### src/rtl/eth_txs_pkg.sv
package eth_txs_pkg;
    typedef enum logic [0:0] {
        ST_IDLE   = 1'b0,
        ST_ACTIVE = 1'b1
    } txs_state_t;

    localparam int NUM_CNT = 3;
    localparam int IDX_DEF  = 0;
    localparam int IDX_COL  = 1;
    localparam int IDX_LATE = 2;

    localparam logic [7:0] OFS_DEF  = 8'h58;
    localparam logic [7:0] OFS_LATE = 8'h5C;
    localparam logic [7:0] OFS_COL  = 8'h60;

    function automatic logic [7:0] cnt_ofs(input int idx);
        case (idx)
            IDX_DEF: cnt_ofs = OFS_DEF;
            IDX_COL: cnt_ofs = OFS_COL;
            default: cnt_ofs = OFS_LATE;
        endcase
    endfunction
endpackage

### src/rtl/eth_txs_frame_fsm.sv
module eth_txs_frame_fsm
    import eth_txs_pkg::*;
#(
    parameter int POS_W     = 16,
    parameter int SLOT_BITS = 512
) (
    input  logic             clk,
    input  logic             rst_n,
    input  logic             frm_start,
    input  logic             crs_first,
    input  logic             col,
    input  logic [POS_W-1:0] col_pos,
    input  logic             urun,
    input  logic             frm_done,
    output logic             upd_def,
    output logic             upd_col,
    output logic             upd_late
);
    localparam logic [POS_W-1:0] SLOT_LIM = POS_W'(SLOT_BITS);

    txs_state_t state_q;
    logic def_q, col_q, late_q, urun_q;
    logic late_hit;
    logic any_col, any_late, any_urun, closing;

    assign late_hit = col && (col_pos >= SLOT_LIM);

    // state register
    always_ff @(posedge clk) begin
        if (!rst_n) begin
            state_q <= ST_IDLE;
        end else begin
            unique case (state_q)
                ST_IDLE:   if (frm_start) state_q <= ST_ACTIVE;
                ST_ACTIVE: if (frm_done)  state_q <= ST_IDLE;
                default:   state_q <= ST_IDLE;
            endcase
        end
    end

    // per-frame flags
    always_ff @(posedge clk) begin
        if (!rst_n) begin
            def_q  <= 1'b0;
            col_q  <= 1'b0;
            late_q <= 1'b0;
            urun_q <= 1'b0;
        end else begin
            unique case (state_q)
                ST_IDLE: begin
                    if (frm_start) begin
                        def_q  <= crs_first;
                        col_q  <= col;
                        late_q <= late_hit;
                        urun_q <= urun;
                    end
                end
                ST_ACTIVE: begin
                    if (frm_done) begin
                        def_q  <= 1'b0;
                        col_q  <= 1'b0;
                        late_q <= 1'b0;
                        urun_q <= 1'b0;
                    end else begin
                        col_q  <= col_q  | col;
                        late_q <= late_q | late_hit;
                        urun_q <= urun_q | urun;
                    end
                end
                default: ;
            endcase
        end
    end

    // outputs
    always_comb begin
        closing  = 1'b0;
        any_col  = col_q  | col;
        any_late = late_q | late_hit;
        any_urun = urun_q | urun;
        unique case (state_q)
            ST_IDLE:   closing = 1'b0;
            ST_ACTIVE: closing = frm_done;
            default:   closing = 1'b0;
        endcase
        upd_def  = closing & def_q & ~any_col & ~any_urun;
        upd_col  = closing & any_col;
        upd_late = closing & any_late;
    end

    // deferred class never coexists with a collision or underrun
    a_r3_def_excl: assert property (@(posedge clk) disable iff (!rst_n)
        upd_def |-> !(col || col_q || urun || urun_q));
    // a late collision is always also a collision
    a_r6_late_is_col: assert property (@(posedge clk) disable iff (!rst_n)
        upd_late |-> upd_col);
    // no update outside a frame
    a_r7_idle_quiet: assert property (@(posedge clk) disable iff (!rst_n)
        (state_q == ST_IDLE) |-> !(upd_def || upd_col || upd_late));
    // frame done returns to idle
    a_r7_done_idle: assert property (@(posedge clk) disable iff (!rst_n)
        (state_q == ST_ACTIVE && frm_done) |=> (state_q == ST_IDLE));
endmodule

### src/rtl/eth_txs_counter.sv
module eth_txs_counter #(
    parameter int W = 16
) (
    input  logic         clk,
    input  logic         rst_n,
    input  logic         inc,
    input  logic         wr,
    input  logic [W-1:0] wdata,
    output logic [W-1:0] count
);
    localparam logic [W-1:0] CNT_MAX = {W{1'b1}};

    always_ff @(posedge clk) begin
        if (!rst_n) begin
            count <= '0;
        end else if (wr) begin
            count <= wdata;
        end else if (inc && count != CNT_MAX) begin
            count <= count + 1'b1;
        end
    end

    // write loads value, winning over increment
    a_r9_write_load: assert property (@(posedge clk) disable iff (!rst_n)
        wr |=> (count == $past(wdata)));
    // saturated counter stays saturated
    a_r8_no_overflow: assert property (@(posedge clk) disable iff (!rst_n)
        (!wr && count == CNT_MAX) |=> (count == CNT_MAX));
    // single step increment
    a_r2_step: assert property (@(posedge clk) disable iff (!rst_n)
        (inc && !wr && count != CNT_MAX) |=> (count == $past(count) + 1'b1));
    // no event, no change
    a_r7_hold: assert property (@(posedge clk) disable iff (!rst_n)
        (!inc && !wr) |=> $stable(count));
endmodule

### src/rtl/eth_tx_stats.sv
module eth_tx_stats
    import eth_txs_pkg::*;
#(
    parameter int POS_W     = 16,
    parameter int SLOT_BITS = 512,
    parameter int DEF_W     = 16,
    parameter int COL_W     = 16,
    parameter int LATE_W    = 8,
    parameter int DATA_W    = 32,
    parameter int ADDR_W    = 8
) (
    input  logic              clk,
    input  logic              rst_n,
    input  logic              frm_start,
    input  logic              crs_first,
    input  logic              col,
    input  logic [POS_W-1:0]  col_pos,
    input  logic              urun,
    input  logic              frm_done,
    input  logic [ADDR_W-1:0] reg_addr,
    input  logic              reg_wr,
    input  logic [DATA_W-1:0] reg_wdata,
    output logic [DATA_W-1:0] reg_rdata
);
    logic [NUM_CNT-1:0] inc_v;
    logic [NUM_CNT-1:0] hit_v;
    logic [DATA_W-1:0]  cnt_ext [NUM_CNT];

    eth_txs_frame_fsm #(
        .POS_W     (POS_W),
        .SLOT_BITS (SLOT_BITS)
    ) u_fsm (
        .clk       (clk),
        .rst_n     (rst_n),
        .frm_start (frm_start),
        .crs_first (crs_first),
        .col       (col),
        .col_pos   (col_pos),
        .urun      (urun),
        .frm_done  (frm_done),
        .upd_def   (inc_v[IDX_DEF]),
        .upd_col   (inc_v[IDX_COL]),
        .upd_late  (inc_v[IDX_LATE])
    );

    for (genvar g = 0; g < NUM_CNT; g++) begin : g_cnt
        localparam int CW = (g == IDX_DEF) ? DEF_W :
                            (g == IDX_COL) ? COL_W : LATE_W;
        logic [CW-1:0] cval;

        assign hit_v[g] = (reg_addr == ADDR_W'(cnt_ofs(g)));

        eth_txs_counter #(.W(CW)) u_cnt (
            .clk   (clk),
            .rst_n (rst_n),
            .inc   (inc_v[g]),
            .wr    (reg_wr && hit_v[g]),
            .wdata (reg_wdata[CW-1:0]),
            .count (cval)
        );

        assign cnt_ext[g] = DATA_W'(cval);
    end

    always_comb begin
        reg_rdata = '0;
        for (int i = 0; i < NUM_CNT; i++) begin
            if (hit_v[i]) reg_rdata = cnt_ext[i];
        end
    end

    // high bits of the late register read zero
    a_r10_late_high_zero: assert property (@(posedge clk) disable iff (!rst_n)
        hit_v[IDX_LATE] |-> (reg_rdata[DATA_W-1:LATE_W] == '0));
    // high bits of the deferred register read zero
    a_r10_def_high_zero: assert property (@(posedge clk) disable iff (!rst_n)
        hit_v[IDX_DEF] |-> (reg_rdata[DATA_W-1:DEF_W] == '0));
    // unmapped offsets read zero
    a_r10_unmapped_zero: assert property (@(posedge clk) disable iff (!rst_n)
        (hit_v == '0) |-> (reg_rdata == '0));
endmodule

### config.mk
export PLATFORM = sky130hd
export DESIGN_NAME = eth_tx_stats
export DESIGN_NICKNAME = d
export VERILOG_FILES = /design/src/rtl/eth_txs_pkg.sv /design/src/rtl/eth_txs_frame_fsm.sv /design/src/rtl/eth_txs_counter.sv /design/src/rtl/eth_tx_stats.sv
export SDC_FILE = /design/constraint.sdc
export NUM_CORES = 1
export LEC_CHECK = 0
export ABC_AREA = 1
export BUFFER_PORTS_ARGS = -buffer_cell sky130_fd_sc_hd__buf_2
export CORE_MARGIN = 8
export CORE_UTILIZATION = 58
export DETAILED_ROUTE_END_ITERATION = 6
export GPL_TIMING_DRIVEN = 1
export PLACE_DENSITY = 0.91
export SYNTH_ARGS = -nofsm -noshare
export SYNTH_HDL_FRONTEND = slang
export SYNTH_SLANG_ARGS = --single-unit
### constraint.sdc
create_clock -name clk -period 4.6 [get_ports clk]
set_clock_uncertainty 0.15 [all_clocks]
set_input_delay 0 -clock clk [delete_from_list [all_inputs] [get_ports clk]]
set_output_delay 0 -clock clk [all_outputs]
set_load 0.03 [all_outputs]
=== Yosys cells after proc, flatten, opt, wreduce, memory -nomap -nowiden ===
Cells that the tools add are included.
W data, S select, Z words.

* Output and inout bits: 32
* Register bits after elaboration: 45

* Add/sub/neg operators: 3
* Reductions and logical operators: 11
* Equality and inequality tests: 8
* $lt $le $gt $ge: 1
* Mux-type cells: 25
* Bitwise operators: 11

{| class="wikitable"
|+ Operators with widths
! kind !! count
|-
| $mux W16 || 5
|-
| $mux W32 || 2
|-
| $add A16 B1 Y16 const B || 2
|-
| $ne A16 B16 Y1 const B || 2
|-
| $eq A8 B7 Y1 const B || 3
|-
| $ge A16 B10 Y1 const B || 1
|-
| $mux W8 || 2
|-
| $pmux W1 S2 || 6
|-
| $mux W1 || 10
|-
| $add A8 B1 Y8 const B || 1
|-
| $ne A8 B8 Y1 const B || 1
|-
| $logic_and A1 B1 Y1 || 7
|-
| $reduce_bool A2 Y1 || 3
|-
| $and A1 B1 Y1 || 5
|-
| $ne A2 B2 Y1 const B || 2
|-
| $not A1 Y1 || 3
|-
| $or A1 B1 Y1 || 3
|-
| $reduce_and A2 Y1 || 1
|}

=== Depth between registers and ports, before layout ===
Gate-level depths: netlist (run 1).

* Depth after elaboration: 8
* Depth in mapped cells: 10
* Depth with buffers taken out: 10

=== Hierarchy ===
A second synthesis (run 1) with hierarchy kept.

* Cells, all modules: 626
* Area total of the unflattened synthesis: 3619.7 um^2

{| class="wikitable"
|+ Modules (own cells, without submodules)
! module !! cells an instance !! instances !! area each (um^2)
|-
| eth_txs_counter (g_cnt[0].u_cnt ...) || 193 || 2 || 1137.3
|-
| eth_txs_counter (g_cnt[2].u_cnt) || 92 || 1 || 544.3
|-
| eth_tx_stats || 110 || 1 || 540.5
|-
| eth_txs_frame_fsm || 38 || 1 || 260.2
|}

=== Worst setup path before layout (run 1) ===
No wires, ideal clock.

* Path type: flip-flop to flip-flop
* Start: register g_cnt[1].u_cnt.count[1]
* End: register g_cnt[1].u_cnt.count[12]
* Clock period less this slack: 1684 ps
* Path buffers: 1
* Cell stages (with the launch flop): 10
* Slack: 2916 ps
* Arrival time: 1419 ps
* Setup time: 115 ps
* Cells stage by stage: dfxtp_1 > ha_1 > nand2_1 > nor2_2 > nand2_1 > o21ai_2 > nand2_2 > buf_2 > o21ai_1 > nor2_1

* Longest elaborated chain between the ends: 3
* Elaborated cells between the ends (all ways): 6

{| class="wikitable"
|+ Ends and longest elaborated chain
! item !! line !! text
|-
| start: declaration || eth_txs_counter.sv:9 || <nowiki>output logic [W-1:0] count</nowiki>
|-
| start signal: assignment || eth_txs_counter.sv:17 || <nowiki>count <= wdata;</nowiki>
|-
| start signal: assignment || eth_txs_counter.sv:19 || <nowiki>count <= count + 1'b1;</nowiki>
|-
| $add A16 B1 Y16 / $ne A16 B16 Y1 (equally long branches) || eth_txs_counter.sv:19, eth_txs_counter.sv:18 ||
|-
| $mux W16 / $logic_and A1 B1 Y1 (equally long branches) || eth_txs_counter.sv:18 || <nowiki>end else if (inc && count != CNT_MAX) begin</nowiki>
|-
| $mux W16 / $reduce_bool A2 Y1 (equally long branches) || - ||
|}

Parallel ways exist; a longest one is shown, timed or not. The select of a mux whose other input is x is not followed.
A chain may end at the register's enable or synchronous reset.

=== Worst setup path after layout (run 1) ===
* Start: register g_cnt[0].u_cnt.count[1]
* End: register g_cnt[0].u_cnt.count[12]

* Longest elaborated chain between the ends: 3
* Elaborated cells between the ends (all ways): 6

{| class="wikitable"
|+ Ends and longest elaborated chain
! item !! line
|-
| start: declaration || eth_txs_counter.sv:9
|-
| start signal: assignment || eth_txs_counter.sv:17
|-
| start signal: assignment || eth_txs_counter.sv:19
|-
| $add A16 B1 Y16 / $ne A16 B16 Y1 (equally long branches) || eth_txs_counter.sv:19, eth_txs_counter.sv:18
|-
| $mux W16 / $logic_and A1 B1 Y1 (equally long branches) || eth_txs_counter.sv:18
|-
| $mux W16 / $reduce_bool A2 Y1 (equally long branches) || -
|}

Parallel ways exist; a longest one is shown, timed or not. The select of a mux whose other input is x is not followed.

==> results of run 1 <==
==> power groups by stage <==
| stage | Combinational [mW] | Clock [mW] | Sequential (mW) |
|---|---|---|---|
| after floorplan | 0.0749 | 0 | 0.416 |
| after global placement | 0.0940 | 0 | 0.418 |
| after detailed placement | 0.0967 | 0 | 0.418 |
| after CTS | 0.115 | 0.323 | 0.409 |
| after global routing | 0.129 | 0.335 | 0.411 |
| final | 0.118 | 0.319 | 0.410 |
==> synthesized netlist by cell type (all sizes together) <==
library cell,count
nand2,194
nor2,79
inv,68
nand3,57
dfxtp,45
o21ai,38
a21oi,30
buf,25
xor2,18
clkbuf,7
o22ai,7
nand4,5
ha,3
nor3,3
o211ai,3
o221ai,3
or2,2
xnor2,2
a32o,1
clkinv,1
conb,1
nand3b,1
==> metal layers <==
layer	wire length [µm]	vias up	GRT usage
met5	0	-	0
met3	958	41	0.0440
li1	-	1997	-
met1	4050	1790	0.274
met2	4920	230	0.399
met4	391	0	0.0978
==> cells by family after synthesis <==
kind of cell | after synthesis | share of synthesized area
adders and majority gates | 3 | 0.0107
xor gates and xnor gates | 20 | 0.0498
buffers and inverters | 101 | 0.132
other | 1 | 0.00107
and+or+nand+nor | 341 | 0.411
AOI/OAI and AO/OA | 82 | 0.139
DFF | 45 | 0.256
==> metrics by stage <==
stage / hold slack (ns) / std cells / power, mW / worst slack [ns]
6_report: 0.0163 / 741 / 0.847 / 2.20
3_3_place_gp: 0.103 / 706 / 0.512 / 2.38
3_5_place_dp: 0.127 / 706 / 0.515 / 2.38
4_1_cts: 0.0101 / 741 / 0.847 / 2.22
2_1_floorplan: -0.0242 / 608 / 0.491 / 2.92
5_1_grt: 0.0457 / 741 / 0.875 / 2.04
==> state kept, by name (all words and copies together), names as in the netlist <==
signal / cells
u_fsm.late_q: 1
u_fsm.urun_q: 1
u_fsm.state_q: 1
u_fsm.def_q: 1
g_cnt.u_cnt.count: 40
u_fsm.col_q: 1
==> cell type report <==
class	instances	area (µm²)
Multi-Input combinational cell	462	2210
Fill cell	513	1760
Sequential cell	45	901
Timing Repair Buffer	82	548
Inverter	69	259
Tap cell	75	93.8
Clock buffer	7	86.3
Clock inverter	1	30.0
==> worst paths after layout <==
check | end | slack, ns | startpoint | depth (start not counted)
worst max-delay path | g_cnt[0].u_cnt.count[12] | 2.20 | g_cnt[0].u_cnt.count[1] | 10
worst min-delay path | g_cnt[1].u_cnt.count[3] | 0.02 | reg_wdata[3] | 5
worst max register to register | g_cnt[0].u_cnt.count[12] | 2.20 | g_cnt[0].u_cnt.count[1] | 10
worst min register to register | g_cnt[0].u_cnt.count[3] | 0.37 | g_cnt[0].u_cnt.count[3] | 2
==> repair_timing <==
action | in CTS | in global routing
resized for setup | 0 | 0
buffers inserted | 0 | 0
endpoints found under the hold margin | 36 | 0
hold buffers | 27 | 0
==> worst reg2reg max path, stage by stage, from the launching register on <==
cell	delay, ns
dfxtp_1	0.43
ha_1	0.22
nand2_1	0.11
nor2_4	0.19
nand2_4	0.10
o21ai_2	0.31
nand3_1	0.11
nand3_1	0.10
nand2_1	0.04
dlygate4sd3_1	0.56
inv_1	0.05
==> metrics, run 1 <==
Setup crit end kind register; crit path kind reg2reg; I/O pin cnt 96; Placed Instance Area 3740 µm²; Die Span X around 94 µm; Crit path required time about 4.7 ns; Internal 0.622 mW; antenna cells 0; CP peak stage delay about 0.56 ns; Initial Util 0.597; Synth Register Bits 45; Mapped Area 3520 µm²; Final Critical Period roughly 2.4 ns; Die Y 93.9 µm; Yosys warning total 0; Post-Route Utilization 0.701; Via density roughly 5.5; PwrDens between 200 and 250 nW/µm²; sw power 0.225 mW; CP top delay family simple AND/OR/NAND/NOR gates; Leak ~1.9 nW; CTS tree yes; clk root buf clkbuf_8; Yosys top cell by area dfxtp_1; Seq/Total Area, Yosys 0.256; Worst-Margin Slew 0.789 ns; critical path peak fanout 6; Max Freq 417 MHz; RSZ-0062 raised after global routing false; Worst-path clk slew approximately 0.090 ns; Syn Inst Count just under 600; H-tree depth 2; final wirelength between 10000 and 15000 µm; vias in the first global route 3727; Final ANT Viol Nets 0; clk sink count 45; Max-Cap Viols 0; Max Slew Vio Count 0; most frequent cells in the layout nand2_1, nor2_1, inv_1, nand3_1, buf_2; DRC errors left 0; Layout Area Growth over Synthesis 17.3%; power share of the clock group 0.377; Synth Area per Inst between 5 and 6 µm²; post-synth top area share 0.256; Seq pwr share 0.484; final setup violating endpoints 0; Hold Vio Cnt, Final 0; Iter 0 DRT Violations 398; routed vias 4058; Max IR drop VDD ~0.17 mV; die area 8810 µm²; HP Class in2reg; initial antenna violation count 0; final instance area between 4000 and 5000 µm²; commonest non-fill, non-tap cell in the layout nand2_1; core area roughly 6000 µm²; Max-slew headroom 0.472; Final GP Congestion between 1 and 1.5; first-pass GRT wire length roughly 17000 µm; Comb power frac 0.140; clock latency on the worst-skew pair approximately 0.3 ns; layout cell share with drive strength beyond 1 0.138; Synth cell types 36; Critical Path Start Type register; Worst Path Arrival around 2.5 ns; Buffers on Ports 54; crit share post-route 0.522; total congestion overflow 0; routed wire length per instance around 14 µm; CP bufs+invs 2; post-DP HPWL roughly 7600 µm; status complete, no violations; # rows 28; First-pass DRT Iterations 5; top cells by area, synth dfxtp_1, nand2_1, nand3_1; switching part of the total power 0.266; setup tns final 0 ns; Total GRT Usage 0.232; clock buffer depth 2; largest net degree at the start of global routing 27; CP max stage cell dlygate4sd3_1; CTS Buf Count 5; Final nets between 700 and 800; crit-path cells ha_1 -> nand2_1 -> nor2_4 -> nand2_4 -> o21ai_2 -> nand3_1 -> nand3_1 -> nand2_1 -> dlygate4sd3_1 -> inv_1
(Power assumes the default switching activity.)
==> inputs of run 2 (changes only) <==
Settings changed: CORE_UTILIZATION 58 to 48, PLACE_DENSITY 0.91 to 0.81.
Clock period 4.6 ns to 2 ns, I/O delays scaled along.
==> metrics, run 2 (synthesis gave the netlist of run 1 again) <==
Iter 0 DRT Violations 261 (-34%); Seq pwr share 0.521 (+0.037); Final Critical Period 1.85 ns (-0.551 ns); final instance area 4200 µm² (+1.8%); total congestion overflow 0 (unchanged); I/O pin cnt 96 (unchanged); most frequent cells in the layout nand2_1, nor2_1, inv_1, nand3_1, buf_2; clk root buf clkbuf_8; routed vias 4018 (-0.99%); Buffers on Ports 54 (unchanged); Placed Instance Area 3890 µm² (+4.1%); crit path kind reg2reg; Final nets 741 (+1.2%); Max Freq 541 MHz (+30%); Initial Util 0.490 (-0.107); critical path peak fanout 14 (+8); post-DP HPWL 7960 µm (+4.7%); switching part of the total power 0.282 (+0.0166); CTS Buf Count 5 (unchanged); Total GRT Usage 0.204 (-0.0276); antenna cells 0 (unchanged); Hold Vio Cnt, Final 0 (unchanged); clock latency on the worst-skew pair 0.31 ns (about the same); Worst-path clk slew 0.08 ns (about the same); power share of the clock group 0.328 (-0.049); First-pass DRT Iterations 5 (unchanged); Most flops, register g_cnt.u_cnt.count; core area 7180 µm² (+22%); Max-Cap Viols 0 (unchanged); die area 10300 µm² (+17%); Leak 1.91 nW (+2.4%); met1 Use GR 0.228 (-0.0457); DRC errors left 0 (unchanged); clk sink count 45 (unchanged); layout cell share with drive strength beyond 1 0.159 (+0.0206); hold path cells 5 (unchanged); max reg flops 40 (unchanged); crit share post-route 0.924 (+0.403); Die Span X 102 µm (+8.2%); Max IR drop VDD 0.247 mV (+46%); first-pass GRT wire length 17100 µm (+0.81%); register area 902 µm² (+0.14%); CTS tree yes; largest net degree at the start of global routing 27 (unchanged); met2 Use GR 0.360 (-0.0389); Setup crit end kind register; clock buffer depth 2 (unchanged); multi-input combinational cell area 2210 µm² (+0.23%); # rows 31 (+11%); routed wire length per instance 13.5 µm (-2.8%); final wirelength 10500 µm (+1.4%); R2R cell count 9 (-1); fillers 688 (+34%); Max Slew Vio Count 0 (unchanged); status complete, no violations; setup tns final 0 ns (unchanged); met3 usage 0.0351 (-0.00891); post-CTS setup repair buffer count 0 (unchanged); Internal 1.30 mW (+110%); Final ANT Viol Nets 0 (unchanged); Post-Route Utilization 0.585 (-0.116); commonest non-fill, non-tap cell in the layout nand2_1; HP Class in2reg; PwrDens 430 nW/µm² (+110%); H-tree depth 2 (unchanged); sw power 0.510 mW (+130%); vias in the first global route 3878 (+4.1%); Worst Path Arrival 1.89 ns (-0.62 ns); Pwr Total 1.81 mW (+110%); Die Y 102 µm (+8.2%); initial antenna violation count 0 (unchanged); Comb power frac 0.151 (+0.011); Crit path required time 2.04 ns (-2.67 ns); busiest grt layer met2; final setup violating endpoints 0 (unchanged); Final GP Congestion 0.921 (-8.3%); RSZ-0062 raised after global routing false; Layout Area Growth over Synthesis 19.4%; Via density 5.20 (-5.1%); Critical Path Start Type register
## run 2: changes by cell type in the layout (fill, tap and decap cells not counted)
cell,previous run,this run
buf_4,1,16
dlygate4sd3_1,27,21
o21ai_0,31,27
o21ai_1,5,9
buf_12,0,1
buf_2,54,53
bufinv_16,1,0
dfxtp_1,45,44
dfxtp_2,0,1
nand2_2,4,3
nand2_4,2,3
## run 2: critical path, stage by stage (launching register included)
cell,delay [ns]
dfxtp_2,0.35
ha_1,0.19
nand2_1,0.09
nor2_2,0.12
nand2_1,0.10
o21ai_2,0.19
nand2_4,0.11
buf_4,0.20
o21ai_0,0.17
a21oi_1,0.06
## run 2: what timing repair did
action                                 in CTS  in global routing
resized for setup                           0                  8
endpoints found under the hold margin      35                  0
setup endpoints to repair                   0                 11
hold buffers                               21                  0
## run 2: power groups by stage
| stage | registers [mW] | clock network, mW | logic, mW |
|---|---|---|---|
| finish | 0.942 | 0.592 | 0.273 |
| CTS | 0.940 | 0.602 | 0.266 |
| global placement | 0.960 | 0 | 0.225 |
| floorplan | 0.956 | 0 | 0.172 |
| detailed placement | 0.962 | 0 | 0.231 |
| global route | 0.946 | 0.644 | 0.300 |
## run 2: layout make-up
type | instances | share of cell area
well taps | 99 | 0.0295
multi-input cells | 462 | 0.527
inverters | 69 | 0.0617
clock buffers | 7 | 0.0206
repair buffers | 91 | 0.147
flip-flops and latches | 45 | 0.215
## run 2: worst paths after layout
check / slack [ns] / from / to
worst max-delay path: 0.15 / g_cnt[1].u_cnt.count[0] / g_cnt[1].u_cnt.count[6]
worst min-delay path: 0.009 / reg_wdata[2] / g_cnt[1].u_cnt.count[2]
worst max register to register: 0.15 / g_cnt[1].u_cnt.count[0] / g_cnt[1].u_cnt.count[6]
worst min register to register: 0.34 / u_fsm.urun_q / u_fsm.urun_q
## run 2: through the flow
stage                     hold WS, ns  cells  setup WS [ns]
final                         0.00872    773          0.151
after global routing           0.0266    773        0.00741
after CTS                     0.00386    773         0.0569
after detailed placement        0.120    745         0.0901
after global placement          0.105    745          0.202
after floorplan               -0.0242    608          0.316
## run 2: metal layers
metal / up-vias / part of all wire
li1: 2006 / -
met1: 1820 / 0.40
met2: 152 / 0.49
met3: 40 / 0.062
met4: 0 / 0.041
met5: - / 0
